===== config.mk =====
export PLATFORM = sky130hd
export DESIGN_NAME = ptr_regfile
export DESIGN_NICKNAME = d
export VERILOG_FILES = /design/src/rtl/prf_pkg.sv /design/src/rtl/prf_store.sv /design/src/rtl/prf_rdport.sv /design/src/rtl/prf_ptr.sv /design/src/rtl/ptr_regfile.sv
export SDC_FILE = /design/constraint.sdc
export NUM_CORES = 1
export LEC_CHECK = 0
export ABC_AREA = 0
export BUFFER_PORTS_ARGS = -buffer_cell sky130_fd_sc_hd__buf_2
export CAP_MARGIN = 20
export CORE_MARGIN = 1
export CORE_UTILIZATION = 30
export CTS_BUF_LIST = sky130_fd_sc_hd__clkbuf_8 sky130_fd_sc_hd__clkbuf_16
export DETAILED_ROUTE_END_ITERATION = 10
export PLACE_DENSITY_LB_ADDON = 0.25
export SETUP_SLACK_MARGIN = 0.1
export SLEW_MARGIN = 15
export SYNTH_ARGS = -nofsm -noshare
export SYNTH_HDL_FRONTEND = slang
export SYNTH_SLANG_ARGS = --single-unit

===== constraint.sdc =====
create_clock -name clk -period 2.08 [get_ports clk]
set_input_delay 0.416 -clock clk [delete_from_list [all_inputs] [get_ports clk]]
set_output_delay 0.416 -clock clk [all_outputs]
set_load 0.005 [all_outputs]

===== src/rtl/prf_pkg.sv =====
package prf_pkg;
    localparam int unsigned PRF_DATA_W = 8;
    localparam int unsigned PRF_DEPTH  = 32;
    localparam int unsigned PRF_PTR_LO = 30;
    localparam int unsigned PRF_PTR_HI = 31;
endpackage


===== src/rtl/prf_store.sv =====
module prf_store #(
    parameter int unsigned DATA_W = 8,
    parameter int unsigned DEPTH  = 32,
    localparam int unsigned ADDR_W = $clog2(DEPTH)
) (
    input  logic                          clk,
    input  logic                          rst,
    input  logic                          wr_en,
    input  logic [ADDR_W-1:0]             wr_addr,
    input  logic [DATA_W-1:0]             wr_data,
    output logic [DEPTH-1:0][DATA_W-1:0]  regs_q
);
    for (genvar g = 0; g < DEPTH; g++) begin : g_entry
        always_ff @(posedge clk) begin
            if (rst) begin
                regs_q[g] <= '0;
            end else if (wr_en && (wr_addr == ADDR_W'(g))) begin
                regs_q[g] <= wr_data;
            end
        end
    end

    // the addressed entry holds the written value one edge later
    p_write_lands_r1: assert property (@(posedge clk) disable iff (rst)
        wr_en |=> regs_q[$past(wr_addr)] == $past(wr_data));

    // the whole array is frozen without a write
    p_hold_r4: assert property (@(posedge clk) disable iff (rst)
        !wr_en |=> regs_q == $past(regs_q));

    // reset has cleared the array, pending write or not
    p_reset_clear_r6: assert property (@(posedge clk)
        $past(rst) |-> regs_q == '0);
endmodule


===== src/rtl/prf_rdport.sv =====
module prf_rdport #(
    parameter int unsigned DATA_W = 8,
    parameter int unsigned DEPTH  = 32,
    localparam int unsigned ADDR_W = $clog2(DEPTH)
) (
    input  logic [DEPTH-1:0][DATA_W-1:0]  regs_q,
    input  logic [ADDR_W-1:0]             addr,
    output logic [DATA_W-1:0]             data
);
    always_comb begin
        data = regs_q[addr];
    end
endmodule


===== src/rtl/prf_ptr.sv =====
module prf_ptr #(
    parameter int unsigned DATA_W = 8,
    parameter int unsigned DEPTH  = 32,
    parameter int unsigned PTR_LO = 30,
    parameter int unsigned PTR_HI = 31,
    localparam int unsigned ADDR_W = $clog2(DEPTH),
    localparam int unsigned PTR_W  = 2 * DATA_W
) (
    input  logic                          clk,
    input  logic                          rst,
    input  logic [DEPTH-1:0][DATA_W-1:0]  regs_q,
    output logic [PTR_W-1:0]              ptr_val,
    output logic [DATA_W-1:0]             ind_data,
    output logic                          ind_oor
);
    logic in_file;

    always_comb begin
        ptr_val  = {regs_q[PTR_HI], regs_q[PTR_LO]};
        in_file  = ptr_val < PTR_W'(DEPTH);
        ind_oor  = !in_file;
        ind_data = in_file ? regs_q[ptr_val[ADDR_W-1:0]] : '0;
    end

    // an out-of-range pointer never leaks register contents
    p_oor_zero_r8: assert property (@(posedge clk) disable iff (rst)
        ind_oor |-> ind_data == '0);

    // an in-range pointer reads the file entry it names
    p_inrange_read_r7: assert property (@(posedge clk) disable iff (rst)
        !ind_oor |-> ind_data == regs_q[ptr_val[ADDR_W-1:0]]);
endmodule


===== src/rtl/ptr_regfile.sv =====
module ptr_regfile
    import prf_pkg::*;
#(
    parameter int unsigned DATA_W = PRF_DATA_W,
    parameter int unsigned DEPTH  = PRF_DEPTH,
    parameter int unsigned PTR_LO = PRF_PTR_LO,
    parameter int unsigned PTR_HI = PRF_PTR_HI,
    localparam int unsigned ADDR_W = $clog2(DEPTH),
    localparam int unsigned PTR_W  = 2 * DATA_W
) (
    input  logic              clk,
    input  logic              rst,
    input  logic [ADDR_W-1:0] rd_a_addr,
    output logic [DATA_W-1:0] rd_a_data,
    input  logic [ADDR_W-1:0] rd_b_addr,
    output logic [DATA_W-1:0] rd_b_data,
    input  logic [ADDR_W-1:0] wr_addr,
    input  logic [DATA_W-1:0] wr_data,
    input  logic              wr_en,
    output logic [PTR_W-1:0]  ptr_val,
    output logic [DATA_W-1:0] ind_data,
    output logic              ind_oor
);
    logic [DEPTH-1:0][DATA_W-1:0] regs_q;

    prf_store #(.DATA_W(DATA_W), .DEPTH(DEPTH)) store_i (
        .clk     (clk),
        .rst     (rst),
        .wr_en   (wr_en),
        .wr_addr (wr_addr),
        .wr_data (wr_data),
        .regs_q  (regs_q)
    );

    prf_rdport #(.DATA_W(DATA_W), .DEPTH(DEPTH)) rd_a_i (
        .regs_q (regs_q),
        .addr   (rd_a_addr),
        .data   (rd_a_data)
    );

    prf_rdport #(.DATA_W(DATA_W), .DEPTH(DEPTH)) rd_b_i (
        .regs_q (regs_q),
        .addr   (rd_b_addr),
        .data   (rd_b_data)
    );

    prf_ptr #(.DATA_W(DATA_W), .DEPTH(DEPTH), .PTR_LO(PTR_LO), .PTR_HI(PTR_HI)) ptr_i (
        .clk      (clk),
        .rst      (rst),
        .regs_q   (regs_q),
        .ptr_val  (ptr_val),
        .ind_data (ind_data),
        .ind_oor  (ind_oor)
    );

    // a value written last cycle is what a matching read sees now
    p_written_visible_r3: assert property (@(posedge clk) disable iff (rst)
        (wr_en && rd_a_addr == wr_addr) |=>
            (rd_a_addr != $past(wr_addr)) || (rd_a_data == $past(wr_data)));

    // writing the low pointer entry moves the pointer's low byte
    p_ptr_low_r5: assert property (@(posedge clk) disable iff (rst)
        (wr_en && wr_addr == ADDR_W'(PTR_LO)) |=> ptr_val[DATA_W-1:0] == $past(wr_data));

    // writing the high pointer entry moves the pointer's high byte
    p_ptr_high_r5: assert property (@(posedge clk) disable iff (rst)
        (wr_en && wr_addr == ADDR_W'(PTR_HI)) |=> ptr_val[PTR_W-1:DATA_W] == $past(wr_data));
endmodule


==> summary.md <==
| Metric | Value |
|---|---|
| Static power due to leakage | `0.007677 uW` |
| Number of flip-flops in the largest register | `256` |
| Minimum clock period | `about 2900 ps` |
| Minimum setup slack in the final design | `-868.8 ps` |
| Number of max-slew violations in the final report | `0` |
| Number of antenna violations at the first check in global routing | `0` |
| CTS H-tree depth | `2` |
| Hold violation total from the final report | `0` |
| First-pass iteration count of the detailed router | `6` |
| Highest metal layer with signal wires | `met4` |
| Starting utilization of the core area | `30.57%` |
| Rows | `82` |
| Detail Route met2 WL | `approximately 28000 um` |
| Mean cell area of the mapped netlist | `about 10 um2` |
| Core outline area | `50380 um2` |
| Count of buffer and inverter cells on the critical path | `4` |
| Number of nets with antenna violations after detailed routing | `0` |
| Peak per-stage delay on the critical path | `580 ps` |
| Synthesized netlist net count | `1545` |
| Number of maximum-capacitance constraint violations | `0` |
| Clock Sinks | `between 200 and 300` |
| Number of buffers added to fix hold violations after cts | `0` |
| Half-perimeter wire length of the detailed placement result | `~45000 um` |
| Number of cells produced by synthesis | `between 1500 and 2000` |
| Share of Yosys cell area claimed by the top area cell type | `33.27%` |
| Worst clock skew | `0 ps` |
| Ranking of synthesized cells by area | `sky130_fd_sc_hd__dfxtp_1, sky130_fd_sc_hd__mux4_2, sky130_fd_sc_hd__mux2i_1` |
| Dominant cell type by area after synthesis | `sky130_fd_sc_hd__dfxtp_1` |
| Maximum fanout encountered on the critical timing path | `8` |
| Startpoint-to-endpoint class of the critical path | `flip-flop to output pin` |
| Utilization after layout | `between 40% and 50%` |
| Ratio of final minimum period to clock period | `141.8%` |
| Longest Clk Path Bufs | `3` |
| Most numerous cell types in the synthesized netlist | `sky130_fd_sc_hd__dfxtp_1, sky130_fd_sc_hd__mux2i_1, sky130_fd_sc_hd__nor2_1` |
| Highest-delay cell along the critical path | `sky130_fd_sc_hd__mux4_2` |
| Most common cell on crit path | `sky130_fd_sc_hd__buf_12` |
| Violations in the final reports | `negative setup slack` |
| Count leader, synth | `sky130_fd_sc_hd__dfxtp_1` |
| Relative slew margins | `a little under half` |
| Final non-filler cell total | `between 2000 and 2500` |
| Clock Pin Slew Worst Setup and Hold Paths | `60 ps` |
| Setup Total Neg Slack | `-12890 ps` |
| Main combinational cell family by area after synthesis | `multiplexers` |
| Hold Worst Slack | `approximately 320 ps` |
| CP delay by family, top | `multiplexers` |
| Sequential-to-total area share from yosys stat | `between 30% and 40%` |
| Via count of the routed design | `14070` |
| Most used DFF post-synth | `sky130_fd_sc_hd__dfxtp_1` |
| #FFs+latches synth | `256` |
| Run status | `complete, but fails checks` |
| Biggest regs | `store_i.regs_q: 256 flops` |
| Biggest register | `store_i.regs_q` |
| Pin slew with the least headroom to its limit | `790.7 ps` |
| Total of endpoints with negative setup slack in the final report | `24` |
| Die Span X | `228.6 um` |
| Synth Area in XOR/XNOR | `0%` |
| Input/output buffers | `66` |
| Clock insertion delay at the later pin of the skew report | `540 ps` |
| Mux cell area share after synthesis | `38.35%` |
| DRT Wirelength | `62780 um` |
| Total routing resource utilization after global routing | `23.80%` |
| Layout cells sized above 1 | `41.27%` |
| TritonCTS clock tree | `built` |
| Peak supply drop | `0.0004323 V` |
| Number of enable-type register cells in the synthesized netlist | `0` |
| Synth Area in Adders | `0%` |
| Die ar. | `52250 um2` |
| RSZ-0062 raised after global routing | `true` |
| Clock buffer count from CTS | `34` |
| Pwr per Cell Area | `602.0 nW/um2` |
| Cell chain of the critical path | `buf_6, buf_12, buf_12, mux4_2, nor2_1, or3_4, o221ai_4, buf_2` |
| Cells after DPL | `2353` |
| Largest net degree at the start of global routing | `59` |
| Routability Congestion | `0.9086` |
| Synthesized-area fraction occupied by ao, oa, aoi and oai cells | `9.561%` |
| Async set or reset register ratio after synthesis | `0%` |
| Area added between synthesis and finish | `35.18%` |
| Number of global-route vias before repair | `roughly 14000` |
| Distinct cell type count after synthesis | `48` |
| DR DRC count | `0` |
| M1 WL | `27310 um` |
| Clock tree root driver cell | `sky130_fd_sc_hd__clkbuf_16` |
| Maximum frequency from static timing analysis | `approximately 340 MHz` |
| Worst Path Required | `about 1700 ps` |
| Nature of the critical path startpoint | `flip-flop` |
| Routed vias/inst | `5.762` |
| Mean routed wirelength per cell | `25.72 um` |
| Summed instance area of the synthesized netlist | `15400 um2` |
| Post-synthesis simple-gate area fraction | `13.79%` |
| Nets | `1771` |
| Worst endpoint data arrival time | `2530 ps` |
| Global route total overflow | `0` |
| Number of diodes added for antenna fixing | `0` |
| Die span in y | `228.6 um` |
| Number of warning messages in the yosys log | `0` |
| Tightest Hold Check Type | `input port to flip-flop` |
| Routed wl met3 | `4709 um` |
| Number of I/O pins | `67` |
| First-pass GRT wire length | `92780 um` |
| First-iteration detailed-routing DRC count | `~1500` |
| Capturing element type of the critical path | `output pin` |
path summary, 6_finish.rpt:
path / from / endpoint / slack, ps / cells past startpoint
setup / recovery: store_i.regs_q[240] / ind_data[7] / -870 / 8
hold / removal: wr_data[5] / store_i.regs_q[77] / 320 / 3
setup reg to reg: store_i.regs_q[243] / store_i.regs_q[243] / 1160 / 4
hold reg to reg: store_i.regs_q[34] / store_i.regs_q[34] / 480 / 2
kinds of logic (layout without fill, tap and decap cells):
logic type,after synthesis,in the layout
simple gates,466,466
mux,393,393
flops,256,256
compound gates,237,237
buf+inv,167,417
worst register-to-register path: stages, from the launching register on:
cell	delay, ps
sky130_fd_sc_hd__dfxtp_4	360
sky130_fd_sc_hd__buf_8	150
sky130_fd_sc_hd__buf_4	140
sky130_fd_sc_hd__mux2i_1	110
sky130_fd_sc_hd__nor2_1	50
through the flow:
| step | setup WS [ps] | cell area [um2] | total power [uW] |
|---|---|---|---|
| after floorplan | 3.543 | 15460 | 5741 |
| after global placement | -594.9 | 18420 | 6380 |
| after detailed placement | -666.3 | 18420 | 6388 |
| after CTS | -876.5 | 20470 | 12560 |
| after global routing | -917.9 | 20820 | 12900 |
| final | -868.8 | 20820 | 12530 |
power by group:
| part | internal, uW | leakage, uW | total, uW | switching (uW) |
|---|---|---|---|---|
| logic | 647 | 0.00500 | 1520 | 870 |
| registers | 4930 | 0.00209 | 4970 | 39.8 |
| clock network | 3680 | 0.000590 | 6040 | 2360 |
| total | 9260 | 0.00768 | 12500 | 3270 |
layout make-up:
cell class / count / area, um2
multi-input combinational: 1096 / 10290
fill: 4784 / 29550
clock buffer: 42 / 972.2
inverter: 2 / 7.507
sequential: 256 / 5191
clock inverter: 18 / 167.7
tap: 672 / 840.8
timing repair buffer: 355 / 3352
placed cells by master (no fill, tap or decap), types with 32 or more instances in the layout:
cell and count:
sky130_fd_sc_hd__dfxtp_2 32, sky130_fd_sc_hd__clkbuf_16 36, sky130_fd_sc_hd__nor2_1 173, sky130_fd_sc_hd__mux2i_1 232, sky130_fd_sc_hd__nand2_1 118, sky130_fd_sc_hd__buf_4 206, sky130_fd_sc_hd__mux4_2 157, sky130_fd_sc_hd__dfxtp_1 217
sky130_fd_sc_hd__buf_6 32, sky130_fd_sc_hd__buf_2 60, sky130_fd_sc_hd__nand3_1 101, sky130_fd_sc_hd__a21oi_1 98, sky130_fd_sc_hd__buf_12 50
routing by layer:
layer / vias to the layer above / global-route usage [%]
met4: 0 / 8.452
met1: 7148 / 32.82
met5: - / 0
met2: 658 / 37.47
met3: 114 / 3.917
li1: 6146 / -
what timing repair did:
item / in CTS / in global routing
buffers inserted: 16 / 10
cloned: 1 / 1
endpoints found under the setup margin: 26 / 25
pin swaps: 31 / 25
resized for setup: 157 / 58
Power figures use the tool's default switching activity.
